[src/rtl/mrg_pkg.sv]
package mrg_pkg;
  localparam int ID_W   = 4;
  localparam int ADDR_W = 32;
  localparam int DATA_W = 32;
  localparam int N_ENCL = 13;
  localparam int N_RGN  = N_ENCL + 2;
  localparam int MON_IDX = N_ENCL;
  localparam int FW_IDX  = N_ENCL + 1;
  localparam int CFG_AW  = 6;
  localparam int SEL_W   = CFG_AW - 2;

  localparam logic [ID_W-1:0]   ID_OS  = 4'h0;
  localparam logic [ID_W-1:0]   ID_FW  = 4'hE;
  localparam logic [ID_W-1:0]   ID_MON = 4'hF;
  localparam logic [CFG_AW-1:0] CLR_ADDR = 6'h3C;

  typedef struct packed {
    logic              vld;
    logic [ADDR_W-1:0] base;
    logic [ADDR_W-1:0] mask;
  } rgn_t;

  typedef enum logic [1:0] {CLS_OS, CLS_ENCL, CLS_FW, CLS_MON} cls_e;

  function automatic logic rgn_hit(rgn_t r, logic [ADDR_W-1:0] a);
    return r.vld && ((a & r.mask) == (r.base & r.mask));
  endfunction

  function automatic cls_e ctx_class(logic [ID_W-1:0] c);
    if (c == ID_MON)     return CLS_MON;
    else if (c == ID_FW) return CLS_FW;
    else if (c == ID_OS) return CLS_OS;
    else                 return CLS_ENCL;
  endfunction
endpackage

[src/rtl/mrg_regfile.sv]
module mrg_regfile
  import mrg_pkg::*;
(
  input  logic                     clk,
  input  logic                     rst_n,
  input  logic                     cfg_we,
  input  logic [ID_W-1:0]          cfg_ctx,
  input  logic [CFG_AW-1:0]        cfg_addr,
  input  logic [DATA_W-1:0]        cfg_wdata,
  output rgn_t [N_RGN-1:0]         rgns,
  output logic                     clr_pulse
);
  logic             cfg_ok;
  logic [SEL_W-1:0] sel;
  logic [1:0]       fld;

  assign cfg_ok    = cfg_we && (cfg_ctx == ID_MON);
  assign sel       = cfg_addr[CFG_AW-1:2];
  assign fld       = cfg_addr[1:0];
  assign clr_pulse = cfg_ok && (cfg_addr == CLR_ADDR);

  for (genvar g = 0; g < N_RGN; g++) begin : g_rgn
    rgn_t r_q;
    always_ff @(posedge clk or negedge rst_n) begin
      if (!rst_n) begin
        r_q <= '0;
      end else if (cfg_ok && (sel == SEL_W'(g))) begin
        case (fld)
          2'd0:    r_q.base <= cfg_wdata;
          2'd1:    r_q.mask <= cfg_wdata;
          2'd2:    r_q.vld  <= cfg_wdata[0];
          default: ;
        endcase
      end
    end
    assign rgns[g] = r_q;
  end


  foreign_write_ignored_chk: assert property (@(posedge clk) disable iff (!rst_n)
    (cfg_we && (cfg_ctx != ID_MON)) |=> $stable(rgns));
endmodule

[src/rtl/mrg_match.sv]
module mrg_match
  import mrg_pkg::*;
(
  input  rgn_t [N_RGN-1:0]  rgns,
  input  logic [ADDR_W-1:0] addr,
  output logic [N_RGN-1:0]  hit
);
  for (genvar g = 0; g < N_RGN; g++) begin : g_hit
    assign hit[g] = rgn_hit(rgns[g], addr);
  end
endmodule

[src/rtl/mrg_policy.sv]
module mrg_policy
  import mrg_pkg::*;
#(
  parameter logic [ADDR_W-1:0] SCRATCH_ADDR = 32'hFFFF_F000
) (
  input  logic              clk,
  input  logic              rst_n,
  input  logic              req_valid,
  input  logic [ID_W-1:0]   req_ctx,
  input  logic [ADDR_W-1:0] req_addr,
  input  logic [DATA_W-1:0] req_wdata,
  input  logic              req_write,
  input  logic [N_RGN-1:0]  hit,
  output logic              viol,
  output logic              out_valid,
  output logic [ADDR_W-1:0] out_addr,
  output logic [DATA_W-1:0] out_wdata,
  output logic              out_write
);
  cls_e             cls;
  logic             allow;
  logic             viol_q;
  logic [ID_W-1:0]  enc_idx;

  assign cls     = ctx_class(req_ctx);
  assign enc_idx = req_ctx - 1'b1;

  always_comb begin
    unique case (cls)
      CLS_MON:  allow = 1'b1;
      CLS_ENCL: allow = hit[enc_idx];
      CLS_FW:   allow = hit[FW_IDX] || !(|hit);
      default:  allow = !(|hit);
    endcase
  end

  assign viol = req_valid && !allow;

  always_ff @(posedge clk or negedge rst_n) begin
    if (!rst_n) begin
      out_valid <= 1'b0;
      out_addr  <= '0;
      out_wdata <= '0;
      out_write <= 1'b0;
      viol_q    <= 1'b0;
    end else begin
      out_valid <= req_valid;
      out_write <= req_write;
      viol_q    <= viol;
      out_addr  <= viol ? SCRATCH_ADDR : req_addr;
      out_wdata <= viol ? '0 : req_wdata;
    end
  end


  monitor_pass_chk: assert property (@(posedge clk) disable iff (!rst_n)
    (req_valid && req_ctx == ID_MON) |=>
      (out_valid && out_addr == $past(req_addr) && out_wdata == $past(req_wdata)));

  valid_follow_chk: assert property (@(posedge clk) disable iff (!rst_n)
    req_valid |=> out_valid);

  redirect_zero_chk: assert property (@(posedge clk) disable iff (!rst_n)
    viol_q |-> (out_addr == SCRATCH_ADDR && out_wdata == '0));
endmodule

[src/rtl/mrg_irq.sv]
module mrg_irq
  import mrg_pkg::*;
(
  input  logic              clk,
  input  logic              rst_n,
  input  logic              viol,
  input  logic              clr,
  input  logic [ID_W-1:0]   req_ctx,
  input  logic [ADDR_W-1:0] req_addr,
  output logic              viol_irq,
  output logic [ID_W-1:0]   viol_ctx,
  output logic [ADDR_W-1:0] viol_addr
);
  logic capture;
  assign capture = viol && (!viol_irq || clr);

  always_ff @(posedge clk or negedge rst_n) begin
    if (!rst_n) begin
      viol_irq  <= 1'b0;
      viol_ctx  <= '0;
      viol_addr <= '0;
    end else begin
      if (viol)     viol_irq <= 1'b1;
      else if (clr) viol_irq <= 1'b0;
      if (capture) begin
        viol_ctx  <= req_ctx;
        viol_addr <= req_addr;
      end
    end
  end


  irq_hold_chk: assert property (@(posedge clk) disable iff (!rst_n)
    (viol_irq && !clr) |=> viol_irq);

  irq_cause_chk: assert property (@(posedge clk) disable iff (!rst_n)
    $rose(viol_irq) |-> $past(viol));

  status_keep_chk: assert property (@(posedge clk) disable iff (!rst_n)
    (viol_irq && !clr) |=> ($stable(viol_ctx) && $stable(viol_addr)));
endmodule

[src/rtl/mem_region_guard.sv]
module mem_region_guard
  import mrg_pkg::*;
#(
  parameter logic [31:0] SCRATCH_ADDR = 32'hFFFF_F000
) (
  input  logic        clk,
  input  logic        rst_n,
  input  logic        cfg_we,
  input  logic [3:0]  cfg_ctx,
  input  logic [5:0]  cfg_addr,
  input  logic [31:0] cfg_wdata,
  input  logic        req_valid,
  input  logic [3:0]  req_ctx,
  input  logic [31:0] req_addr,
  input  logic [31:0] req_wdata,
  input  logic        req_write,
  output logic        out_valid,
  output logic [31:0] out_addr,
  output logic [31:0] out_wdata,
  output logic        out_write,
  output logic        viol_irq,
  output logic [3:0]  viol_ctx,
  output logic [31:0] viol_addr
);
  rgn_t [N_RGN-1:0] rgns;
  logic [N_RGN-1:0] hit;
  logic             clr_pulse;
  logic             viol;

  mrg_regfile u_regs (
    .clk(clk), .rst_n(rst_n), .cfg_we(cfg_we), .cfg_ctx(cfg_ctx),
    .cfg_addr(cfg_addr), .cfg_wdata(cfg_wdata), .rgns(rgns), .clr_pulse(clr_pulse)
  );

  mrg_match u_match (.rgns(rgns), .addr(req_addr), .hit(hit));

  mrg_policy #(.SCRATCH_ADDR(SCRATCH_ADDR)) u_policy (
    .clk(clk), .rst_n(rst_n), .req_valid(req_valid), .req_ctx(req_ctx),
    .req_addr(req_addr), .req_wdata(req_wdata), .req_write(req_write), .hit(hit),
    .viol(viol), .out_valid(out_valid), .out_addr(out_addr),
    .out_wdata(out_wdata), .out_write(out_write)
  );

  mrg_irq u_irq (
    .clk(clk), .rst_n(rst_n), .viol(viol), .clr(clr_pulse), .req_ctx(req_ctx),
    .req_addr(req_addr), .viol_irq(viol_irq), .viol_ctx(viol_ctx), .viol_addr(viol_addr)
  );
endmodule

[config.mk]
export PLATFORM = sky130hd
export DESIGN_NAME = mem_region_guard
export DESIGN_NICKNAME = d
export VERILOG_FILES = /design/src/rtl/mrg_pkg.sv /design/src/rtl/mrg_regfile.sv /design/src/rtl/mrg_match.sv /design/src/rtl/mrg_policy.sv /design/src/rtl/mrg_irq.sv /design/src/rtl/mem_region_guard.sv
export SDC_FILE = /design/constraint.sdc
export NUM_CORES = 2
export LEC_CHECK = 0
export CAP_MARGIN = 20
export CORE_MARGIN = 1
export CORE_UTILIZATION = 58
export CTS_CLUSTER_DIAMETER = 40
export CTS_CLUSTER_SIZE = 30
export DETAILED_ROUTE_END_ITERATION = 16
export DONT_BUFFER_PORTS = 1
export PLACE_DENSITY = 0.76
export SETUP_SLACK_MARGIN = 0.1
export SLEW_MARGIN = 10
export SYNTH_ARGS = -nofsm -noshare
export SYNTH_HDL_FRONTEND = slang
export SYNTH_SLANG_ARGS = --single-unit
export TNS_END_PERCENT = 30
[constraint.sdc]
create_clock -name clk -period 2.4 [get_ports clk]
set_input_delay 0.48 -clock clk [delete_from_list [all_inputs] [get_ports clk]]
set_output_delay 0.48 -clock clk [all_outputs]
set_load 0.1 [all_outputs]
==> results by group <==
Clocking
  – Worst-skew pair later-pin latency: about 0.73 ns
  – Root buffer cell: clkbuf_16
  – CTS tree: done
  – CTS clock-pin slew for the worst setup and hold paths: 0.06 ns
  – CTS max path bufs: 3
  – TritonCTS Buffers: 138
  – H-tree level count: 4
  – Clock Sinks: 1078

Setup path
  – Worst Path Required: 3.02 ns
  – Worst EP arrival: between 3 and 4 ns
  – CP Capture Type: register
  – CP Buf/Inv Count: 3
  – Worst Setup SP: u_regs.rgns[623]
  – Crit start category: register
  – Worst r2r src: u_regs.rgns[623]
  – CP Max Fanout: 16
  – Worst-path cell chain: xor2_1 > a22oi_1 > nand2_1 > or4_4 > o32ai_4 > buf_6 > nor4_4 > nand2_2 > o211ai_1 > buf_6 > buf_12 > and2_1
  – CP top delay family: simple AND/OR/NAND/NOR gates
  – Max stage delay on crit path: approximately 0.56 ns
  – CP most frequent cell: buf_6
  – Crit path kind: reg -> reg
  – Crit-path slowest cell: or4_4

Yosys
  – Yosys synthesis warning count: 0
  – Sequential fraction of the synthesis area: a little under three fifths
  – Synth Flop Type: dfrtp_1
  – Post-synth top area cell: dfrtp_1
  – Synth Register Bits: around 1100
  – Mapped Area: slightly below 50000 sq um
  – Mapped Avg Cell Area: 13.68 sq um
  – Cell variety after synth: 49
  – FFs w/ async S/R, synth: 100.0%
  – Most common cell in the netlist: dfrtp_1
  – Area contributors post-synth: dfrtp_1 (56%), mux2_2 (23%), xor2_1 (8.7%), a22oi_1 (4.4%), nand4_1 (1.1%)
  – Yosys top cell area share: between 50% and 60%
  – Synth top cells by count: dfrtp_1 (1078), mux2_2 (981), xor2_1 (482)
  – Cell count after synthesis: 3550
  – Syn_nets: ~3700
  – Post-synth EDFFs: 0

Pwr
  – Max VDD drop: about 0.00075 V
  – P_leak: 29.69 nW
  – Power Density: between 700 and 800 nW/um^2

Timing
  – Slew Limit Fails: 0
  – Fin crit period: 2.886 ns
  – Final Skew: between 0.03 and 0.04 ns
  – Finish-stage setup viols: roughly 100
  – Fin crit share: 120.3%
  – Worst-Margin Slew: 1.115 ns
  – Unrepaired setup endpoints after global routing: yes
  – WHS: -0.1512 ns
  – Achievable Freq: 346.5 MHz
  – Final worst slack: -0.4863 ns
  – Final hold vios: 52
  – Worst slew margin: 25.69%
  – Aggregate negative setup slack: -44.65 ns

Layout
  – Register area: between 20000 and 30000 sq um
  – Design area: around 58000 sq um
  – Fraction of layout cells with a size suffix above 1: around 42%
  – Fillers: 5211
  – Area growth syn-to-layout: 20.00%
  – # nets final: between 3000 and 4000
  – Fin util: a little over two thirds
  – Multi-input gate area: 20640 sq um
  – Non-filler cells, final: 5030

Floorplanning
  – DIE WIDTH: just under 300 um
  – Io pins: about 220
  – Vert. Die Dim: between 200 and 300 um
  – Core box area: 82500 sq um
  – Starting density of the core: 58.86%
  – Number of cell rows: 105
  – Die area: between 80000 and 90000 sq um

Place
  – IO Port Bufs: 0
  – Gpl congestion: slightly above 0.9
  – Inst Count DP: 4661
  – Post-DP Area: 51450 sq um
  – Hpwl dp: between 80 and 90 mm

Global routing
  – Initial antenna violation count: 17
  – Pin count of the biggest net entering global routing: around 1100
  – GRT Total Usage: 38.19%
  – Grt ovf: 0
  – Number of global-route vias before repair: ~35000
  – First-pass GRT wire length: 234.0 mm

Drt
  – Iter 0 DRT Violations: roughly 3800
  – Via count: approximately 34000
  – Via-to-Cell Ratio: ~6.7
  – Wire per inst: approximately 32 um
  – Final wirelength: 163.3 mm
  – TritonRoute pass-1 iters: 7
  – Routed Antenna Nets: 0
  – Drt drc: 0

Run status
  – Outcome: finished with violations
  – Failing checks: negative hold slack, negative setup slack

Worst hold path
  – Min-delay worst type: in -> async

Flow run
  – Maxcap violations: 0
final timing paths:
path,end,slack [ns],cells after the start
min in group clk,u_regs.rgns[259],0.04,2
worst min register to register,u_regs.rgns[20],0.50,1
worst max-delay path,u_policy.out_wdata[1],-0.49,12
worst max register to register,u_policy.out_wdata[1],-0.49,12
worst min-delay path,u_regs.rgns[590],-0.15,2
max in group asynchronous,u_regs.rgns[48],0.16,4
flip-flops by register name (all words and copies together) (netlist names):
signal	cells
u_irq.viol_addr	32
u_irq.viol_ctx	4
u_irq.viol_irq	1
u_policy.out_addr	32
u_policy.out_valid	1
u_policy.out_wdata	32
u_policy.out_write	1
u_regs.rgns	975
where the power goes:
part	switching [mW]	internal (mW)	total (mW)
Sequential	1.30	18.7	20.0
Clock	8.23	12.8	21.0
Combinational	2.75	1.39	4.13
Total	12.3	32.8	45.1
metrics by stage:
step | setup WS (ns) | power, mW | hold slack, ns
2_1_floorplan | -0.3929 | 22.62 | 0.1844
3_3_place_gp | -0.8484 | 22.92 | 0.2237
3_5_place_dp | -0.8327 | 23.01 | 0.2215
4_1_cts | -0.4173 | 44.62 | -0.5492
5_1_grt | -0.5526 | 46.14 | 0.03647
6_report | -0.4863 | 45.12 | -0.1512
cells in the final DEF (no fill, tap or decap), types with 23 or more instances in the layout:
cell,Yosys,layout
mux2_4,30,34
nand2b_1,26,24
dlygate4sd3_1,0,72
and2_1,45,28
nand2_1,115,115
xor2_1,482,481
mux2_2,981,977
a22oi_1,287,278
clkbuf_16,0,146
buf_12,0,51
dfrtp_1,1078,1078
buf_16,0,23
nand4_1,89,89
buf_4,26,278
layer usage:
metal | vias to the layer above | share of wire, % | track usage, %
met5 | - | 0.035 | 0
met4 | 6 | 6.4 | 22.75
met3 | 567 | 11 | 8.460
met2 | 2084 | 45 | 58.50
met1 | 17596 | 37 | 50.09
li1 | 13303 | - | -
layout make-up:
| cell class | count | area share, % |
|---|---|---|
| clock buffers | 175 | 6.637 |
| clock inverters | 65 | 1.385 |
| well taps | 1070 | 2.297 |
| diodes | 10 | 0.04294 |
| flip-flops and latches | 1078 | 46.29 |
| inverters | 3 | 0.01932 |
| repair buffers | 432 | 7.906 |
| multi-input cells | 2197 | 35.42 |
what timing repair did:
action	in CTS	in global routing
hold buffers	102	4
gates resized for setup	40	25
pin swaps	16	16
setup endpoints to repair	101	288
cloned	1	5
setup buffers	2	0
endpoints found under the hold margin	2155	279
logic make-up after synthesis:
group / after synthesis / synth area share, %
flip-flops: 1078 / 55.55
multiplexers: 1011 / 23.68
XOR/XNOR: 483 / 8.711
AND/OR/NAND/NOR: 363 / 3.970
AO/OA/AOI/OAI: 337 / 5.326
buffers and inverters: 275 / 2.690
adder cells (fa/ha/maj): 3 / 0.07730
Note: power is estimated with default switching activity, not from simulation.
